### config.mk
export PLATFORM = sky130hd
export DESIGN_NAME = op2_shifter
export DESIGN_NICKNAME = d
export VERILOG_FILES = /design/src/rtl/op2_pkg.sv /design/src/rtl/op2_rotr.sv /design/src/rtl/op2_imm_rotator.sv /design/src/rtl/op2_shift_unit.sv /design/src/rtl/op2_shifter.sv
export SDC_FILE = /design/constraint.sdc
export NUM_CORES = 1
export LEC_CHECK = 0
export ABC_AREA = 1
export BUFFER_PORTS_ARGS = -buffer_cell sky130_fd_sc_hd__buf_2
export CORE_UTILIZATION = 53
export DETAILED_ROUTE_END_ITERATION = 8
export PLACE_DENSITY_LB_ADDON = 0.12
export RECOVER_POWER = 50
export SYNTH_ARGS = -nofsm -noshare
export SYNTH_HDL_FRONTEND = slang
export SYNTH_SLANG_ARGS = --single-unit
### constraint.sdc
create_clock -name vclk -period 3.2
set_input_delay 0.16 -clock vclk [all_inputs]
set_output_delay 0.16 -clock vclk [all_outputs]
set_load 0.05 [all_outputs]
### src/rtl/op2_pkg.sv
package op2_pkg;

    typedef enum logic [2:0] {
        SH_LSL = 3'd0,
        SH_LSR = 3'd1,
        SH_ASR = 3'd2,
        SH_ROR = 3'd3,
        SH_RRX = 3'd4
    } shift_kind_e;

    typedef enum logic {
        SRC_SHIFT = 1'b0,
        SRC_IMM   = 1'b1
    } op_src_e;

endpackage

### src/rtl/op2_rotr.sv
// Logarithmic right rotator: one conditional stage per count bit.
module op2_rotr #(
    parameter int W  = 32,
    parameter int SW = 5
) (
    input  logic [W-1:0]  din,
    input  logic [SW-1:0] amt,
    output logic [W-1:0]  dout
);

    logic [W-1:0] stg [0:SW];

    assign stg[0] = din;

    for (genvar i = 0; i < SW; i++) begin : g_stage
        localparam int STEP = 2 ** i;
        assign stg[i+1] = amt[i] ? {stg[i][STEP-1:0], stg[i][W-1:STEP]} : stg[i];
    end

    assign dout = stg[SW];

endmodule

### src/rtl/op2_imm_rotator.sv
// Expands a narrow constant by an even right rotation.
module op2_imm_rotator #(
    parameter int W     = 32,
    parameter int IMM_W = 8,
    parameter int ROT_W = 4
) (
    input  logic [IMM_W-1:0] imm_byte,
    input  logic [ROT_W-1:0] imm_rot,
    input  logic             carry_in,
    output logic [W-1:0]     imm_val,
    output logic             imm_carry
);

    localparam int RSW = ROT_W + 1;

    logic [W-1:0]   widened;
    logic [RSW-1:0] rot_places;

    assign widened    = W'(imm_byte);
    assign rot_places = {imm_rot, 1'b0};

    op2_rotr #(.W(W), .SW(RSW)) u_rot (
        .din  (widened),
        .amt  (rot_places),
        .dout (imm_val)
    );

    assign imm_carry = (imm_rot != '0) ? imm_val[W-1] : carry_in;

endmodule

### src/rtl/op2_shift_unit.sv
// Register-operand shifter: all shift kinds share one rotator plus masks.
module op2_shift_unit
    import op2_pkg::*;
#(
    parameter int W  = 32,
    parameter int AW = 8
) (
    input  logic [W-1:0]  din,
    input  logic [2:0]    kind,
    input  logic [AW-1:0] amt,
    input  logic          carry_in,
    output logic [W-1:0]  dout,
    output logic          cout
);

    localparam int SW = $clog2(W);

    shift_kind_e   k;
    logic [SW-1:0] low;
    logic [SW-1:0] rot_amt;
    logic [W-1:0]  rot;
    logic [W-1:0]  mask_r;
    logic [W-1:0]  mask_l;
    logic          amt_zero;
    logic          amt_full;
    logic          amt_over;
    logic          bit_r;
    logic          bit_l;
    logic          sign;

    assign k        = shift_kind_e'(kind);
    assign low      = amt[SW-1:0];
    assign amt_zero = (amt == '0);
    assign amt_full = (amt == AW'(W));
    assign amt_over = (amt > AW'(W));
    assign sign     = din[W-1];

    // A left shift by n is a right rotation by W-n, then masked.
    assign rot_amt = (k == SH_LSL) ? (SW'(0) - low) : low;

    op2_rotr #(.W(W), .SW(SW)) u_rot (
        .din  (din),
        .amt  (rot_amt),
        .dout (rot)
    );

    assign mask_r = {W{1'b1}} >> low;
    assign mask_l = {W{1'b1}} << low;
    assign bit_r  = din[low - SW'(1)];
    assign bit_l  = din[rot_amt];

    always_comb begin
        dout = din;
        cout = carry_in;
        unique case (k)
            SH_LSL: begin
                if (amt_over) begin
                    dout = '0;
                    cout = 1'b0;
                end else if (amt_full) begin
                    dout = '0;
                    cout = din[0];
                end else if (!amt_zero) begin
                    dout = rot & mask_l;
                    cout = bit_l;
                end
            end
            SH_LSR: begin
                if (amt_over) begin
                    dout = '0;
                    cout = 1'b0;
                end else if (amt_full) begin
                    dout = '0;
                    cout = sign;
                end else if (!amt_zero) begin
                    dout = rot & mask_r;
                    cout = bit_r;
                end
            end
            SH_ASR: begin
                if (amt_over || amt_full) begin
                    dout = {W{sign}};
                    cout = sign;
                end else if (!amt_zero) begin
                    dout = (rot & mask_r) | ({W{sign}} & ~mask_r);
                    cout = bit_r;
                end
            end
            SH_ROR: begin
                if (!amt_zero) begin
                    if (low == '0) begin
                        dout = din;
                        cout = sign;
                    end else begin
                        dout = rot;
                        cout = bit_r;
                    end
                end
            end
            SH_RRX: begin
                dout = {carry_in, din[W-1:1]};
                cout = din[0];
            end
            default: begin
                dout = din;
                cout = carry_in;
            end
        endcase
    end

endmodule

### src/rtl/op2_shifter.sv
// Top: picks the count source, runs both paths, selects by mode.
module op2_shifter
    import op2_pkg::*;
#(
    parameter int DATA_W = 32,
    parameter int RAMT_W = 8,
    parameter int IAMT_W = 5,
    parameter int IMM_W  = 8,
    parameter int ROT_W  = 4
) (
    input  logic              imm_mode,
    input  logic [DATA_W-1:0] src_val,
    input  logic [2:0]        shift_kind,
    input  logic              amt_from_reg,
    input  logic [IAMT_W-1:0] amt_imm,
    input  logic [DATA_W-1:0] amt_reg,
    input  logic [IMM_W-1:0]  imm_byte,
    input  logic [ROT_W-1:0]  imm_rot,
    input  logic              carry_in,
    output logic [DATA_W-1:0] op2_out,
    output logic              carry_out
);

    op_src_e           src_sel;
    logic [RAMT_W-1:0] count;
    logic [DATA_W-1:0] sh_val;
    logic              sh_carry;
    logic [DATA_W-1:0] im_val;
    logic              im_carry;

    assign src_sel = op_src_e'(imm_mode);
    assign count   = amt_from_reg ? amt_reg[RAMT_W-1:0] : RAMT_W'(amt_imm);

    op2_shift_unit #(.W(DATA_W), .AW(RAMT_W)) u_shift (
        .din      (src_val),
        .kind     (shift_kind),
        .amt      (count),
        .carry_in (carry_in),
        .dout     (sh_val),
        .cout     (sh_carry)
    );

    op2_imm_rotator #(.W(DATA_W), .IMM_W(IMM_W), .ROT_W(ROT_W)) u_imm (
        .imm_byte  (imm_byte),
        .imm_rot   (imm_rot),
        .carry_in  (carry_in),
        .imm_val   (im_val),
        .imm_carry (im_carry)
    );

    always_comb begin
        unique case (src_sel)
            SRC_IMM: begin
                op2_out   = im_val;
                carry_out = im_carry;
            end
            default: begin
                op2_out   = sh_val;
                carry_out = sh_carry;
            end
        endcase
    end

endmodule

# Word-level counts from Yosys, hierarchy flattened
# Cells that the tools add are included.
# totals
regBits	0
out_inout_bits	33
wordCells	61
# classes
n_addsub	2
order_cmp	3
n_eq_ne	5
shifts	2
muxes	39
bitwise	5
n_reduce_logical	5
# op_table
operator	n
$mux W32	20
$pmux W32 S5	1
$and A32 B32 Y32	3
$not A32 Y32	1
$or A32 B32 Y32	1
$shl A32 B5 Y32 const A	1
$shr A32 B5 Y32 const A	1
$mux W1	13
$lt A5 B6 Y1 const B	2
$bmux W1 S5	2
$eq A8 B6 Y1 const B	1
$gt A8 B6 Y1 const B	1
$logic_not A8 Y1	1
$mux W8	1
$eq A3 B2 Y1 const B	2
$logic_not A5 Y1	1
$mux W5	1
$pmux W1 S5	1
$sub A1 B5 Y5 const A	1
$sub A5 B1 Y5 const B	1
$reduce_bool A4 Y1	1
$eq A3 B1 Y1 const B	1
$eq A3 B3 Y1 const B	1
$logic_not A3 Y1	1
$logic_or A1 B1 Y1	1

# Logic depth before layout (Yosys ltp)
# depth
ltp_word	14
depth_mapped	26

# Modules after synthesis
# From an unflattened synthesis, not the netlist that was laid out.
# unflattened
hier_cells	1645
area_unflattened_um2	8217.9
# by_module_without_submodules
mod	instances	cells_per_inst	area_each_um2	seq_area_each_um2
op2_rotr	2	392	1974.4	0.0
op2_shift_unit	1	724	3669.8	0.0
op2_shifter	1	130	566.8	0.0
op2_imm_rotator	1	7	32.5	0.0

# Least setup slack after synthesis
# No wires, ideal clock.
# synth_path
path_type	input -> output
from	input amt_from_reg
to	output carry_out
t_arrival_ns	2.760
required_time_ns	3.040
path_slack_ns	0.280
stages	23
cell_sequence	buf_6 -> nand2_2 -> nand2_4 -> buf_6 -> ha_1 -> buf_2 -> inv_2 -> nand3_1 -> nand2_4 -> buf_4 -> nand2_1 -> nand3_1 -> nand2_1 -> nand2_1 -> nand2_1 -> nand2_1 -> nand3_1 -> nand3_1 -> nand2_1 -> nand2_1 -> nand3_1 -> nand2_1 -> o21ai_0
# synth_between
elab_chain_len	10
# synth_lines
element	line_no	text
start, declared	op2_shifter.sv:14	input logic amt_from_reg,
$mux W8 *	op2_shifter.sv:32	assign count = amt_from_reg ? amt_reg[RAMT_W-1:0] : RAMT_W'(amt_imm);
$sub A1 B5 Y5	op2_shift_unit.sv:39	assign rot_amt = (k == SH_LSL) ? (SW'(0) - low) : low;
$mux W5	op2_shift_unit.sv:39	
$bmux W1 S5	op2_shift_unit.sv:50	assign bit_l = din[rot_amt];
$mux W1 (not written as such)	op2_shift_unit.sv:50	
$mux W1	op2_shift_unit.sv:63	end else if (!amt_zero) begin
$mux W1	op2_shift_unit.sv:60	end else if (amt_full) begin
$mux W1	op2_shift_unit.sv:57	if (amt_over) begin
$pmux W1 S5 *	op2_shift_unit.sv:55	unique case (k)
$mux W1 *	op2_shifter.sv:52	unique case (src_sel)
end, declared	op2_shifter.sv:21	output logic carry_out
# Mark *: on every way between the ends. The rest lies on a longest branch, timed or not. The select of a mux whose other input is x is not followed.

# Final worst setup path
# layout_path
from	input amt_from_reg
to	output op2_out[26]
# layout_between
elab_chain_len	14
# layout_lines
element	line_no	text
$mux W8 *	op2_shifter.sv:32	
$sub A1 B5 Y5	op2_shift_unit.sv:39	
$mux W5	op2_shift_unit.sv:39	
$mux W32 (5 in series)	op2_rotr.sv:17	assign stg[i+1] = amt[i] ? {stg[i][STEP-1:0], stg[i][W-1:STEP]} : stg[i];
$and A32 B32 Y32 (on tied branches)	op2_shift_unit.sv:76, op2_shift_unit.sv:85, op2_shift_unit.sv:64	
$or A32 B32 Y32 (tied with other cells)	op2_shift_unit.sv:85	dout = (rot & mask_r) | ({W{sign}} & ~mask_r);
$mux W32 (on tied branches)	op2_shift_unit.sv:84, op2_shift_unit.sv:60, op2_shift_unit.sv:72	
$mux W32 (on tied branches)	op2_shift_unit.sv:81, op2_shift_unit.sv:57, op2_shift_unit.sv:69	
$pmux W32 S5 *	op2_shift_unit.sv:55	
$mux W32 *	op2_shifter.sv:52	
end, declared	op2_shifter.sv:20	output logic [DATA_W-1:0] op2_out,
# Mark *: on every way between the ends. The rest lies on a longest branch, timed or not.

==> results.toml <==
[critical_path]
critPathSlowestCell = "ha_1"
cp_max_fo = 15
start_kind = "input pin"
endpoint = "op2_out[26]"
crit_path_end_kind = "output pin"
slowest_delay_ns = 0.27
cp_data_required_time_ns = 3.04
criticalPathCategory = "in2out"
startpoint = "amt_from_reg"
critPathMostFrequentCell = "nand2_1"
crit_chain = "clkbuf_4 -> inv_4 -> nand2_1 -> nand2_2 -> ha_1 -> nand3_2 -> nor2_4 -> ha_1 -> o21ai_4 -> buf_4 -> clkbuf_16 -> nand3_1 -> nand3_1 -> nand3_1 -> nand2_1 -> nand2_1 -> nand2_1 -> nand3_1 -> nand2_1 -> nand2_1 -> clkbuf_4"
cp.arrival_ns = 2.88

[yosys]
synth_seq_area_share_pct = 0
synth_cells = 1689
yosys.area.top_type = "nand2_1"
synth_most_common_cell = "nand2_1"
ys_types = 34
netlist.area_leader.share_pct = 37.7
synth_common_cells = "747 x nand2_1, 282 x nand3_1, 158 x inv_1"
syn_area_sq_um = 7430
synthTopCellsByArea = "nand2_1 38%, nand3_1 19%, inv_1 8.0%"
avgSynthCellArea_sq_um = 4.40
synth_fp_nets = 1781
yosysWarnings = 0

[placed_design]
hpwl_um = 25800
io_buffer_count = 96
placed_area_sq_um = 8070
routabilityCongestion = 1.06

[route]
viasPerCell = 6.06
drt-wirelength-per-cell_um = 18.5
drcViolationCount = 0
vias = 11700
dr.pass1.iters = 8
drtIter0Drc = 1915
ant_nets = 0
routed_wl_um = 35700

[sta]
layout_min_cycle_time_ns = 3.04
timing.final.crit_share_pct = 94.9
worst_pin_slew_ns = 0.917
max_freq_mhz = 329
slew_violations = 0
rsz0062_at_grt = "true"
slew_headroom_pct = 38.8
whs_ns = 0.810
setup-violations-final = 0
finalHoldViolCount = 0

[grt]
grt_pass1_wl_um = 53500
grt_usage_pct = 47.2
grt_max_degree = 119
overflow = 0
antenna_found_initial = 1
grt_pass1_vias = 10200

[final_layout]
seq_cell_count = 0
num_antenna_cells = 0
nNetsFinal = 1846
area_growth_pct = 14.4
clkbuf_count = 0
drive_gt1_share_pct = 13.6
finalInstanceArea_sq_um = 8510
final-seq-area_sq_um = 0

[die]
row_count = 42
die_width_um = 120
die_h_um = 120
core_sq_um = 13500
ios = 120
start_util_pct = 55.3
die_area_sq_um = 14500

[worst_hold_path]
min_path_type = "in2out"

[power]
leakagePower_uw = 0.00501
p_per_area_nw_per_um2 = 254
irDropWorstVdd_uv = 198

[outcome]
status = "finished, final reports clean"

[job]
max_cap_viol_count = 0

[clocking]
hold_buffers = 0
worst min-delay path by stage:
stage | start | to | cells past startpoint
global placement | src_val[9] | op2_out[9] | 6
global route | src_val[8] | op2_out[8] | 6
CTS | src_val[9] | op2_out[9] | 6
floorplan | src_val[11] | op2_out[11] | 4
detailed placement | src_val[9] | op2_out[9] | 6
finish | src_val[8] | op2_out[8] | 6
metrics by stage:
step	setup TNS, ns	cells	utilization [%]	power [uW]	setup slack, ns
after floorplan	0	1689	-	1400	0.280
after CTS	0	1918	60.0	1940	0.0927
after global routing	-0.132	1928	63.2	2330	-0.0387
after global placement	0	1918	60.0	1920	0.138
final	0	1928	63.2	2160	0.164
after detailed placement	0	1918	60.0	1930	0.101
per-layer routing:
layer  vias to the layer above  global-route usage [%]  wire length [um]
met1                      5065                    58.6             12800
met4                         2                    33.6              3110
li1                       5495                       -                 -
met2                       880                    69.9             14400
met5                         -                       0                13
met3                       243                    12.8              5360
placed cells by master (no fill, tap or decap), types with 7 or more instances in the layout:
cell / instances
nor2_1: 143
o22ai_1: 11
nand2_2: 30
nand3_1: 265
o21ai_0: 72
buf_2: 68
nand2_1: 736
nand3_2: 17
inv_1: 157
nor3_1: 13
nand2_4: 8
or2_2: 7
o21ai_1: 12
clkbuf_4: 15
a31oi_1: 7
inv_2: 10
buf_4: 47
a21oi_1: 73
buf_12: 8
final cells by class:
type,count,area (sq um)
multi-input cells,1431,6530
fillers,1510,4950
well taps,176,220
inverters,171,644
repair buffers,150,1110
what timing repair did:
item	in CTS	in global routing
endpoints found under the setup margin	0	33
setup buffers	0	2
resized for setup	0	76
endpoints found under the hold margin	0	0
kinds of logic after synthesis:
group	share of synthesized area [%]
simple gates	69.5
fa+ha+maj	0.841
buf+inv	15.8
compound gates	13.8
mux	0.135
worst max-delay path: cells and delay by family:
family,cells,cell delay [ns]
AOI/OAI and AO/OA,1,0.19
adders and majority gates,2,0.47
buffers and inverters,5,0.82
and+or+nand+nor,13,1.24
power breakdown:
group | total (uW) | internal, uW | switching [uW]
Combinational | 2160 | 649 | 1510
Clock | 0 | 0 | 0
Sequential | 0 | 0 | 0
Power figures use the tool's default switching activity.
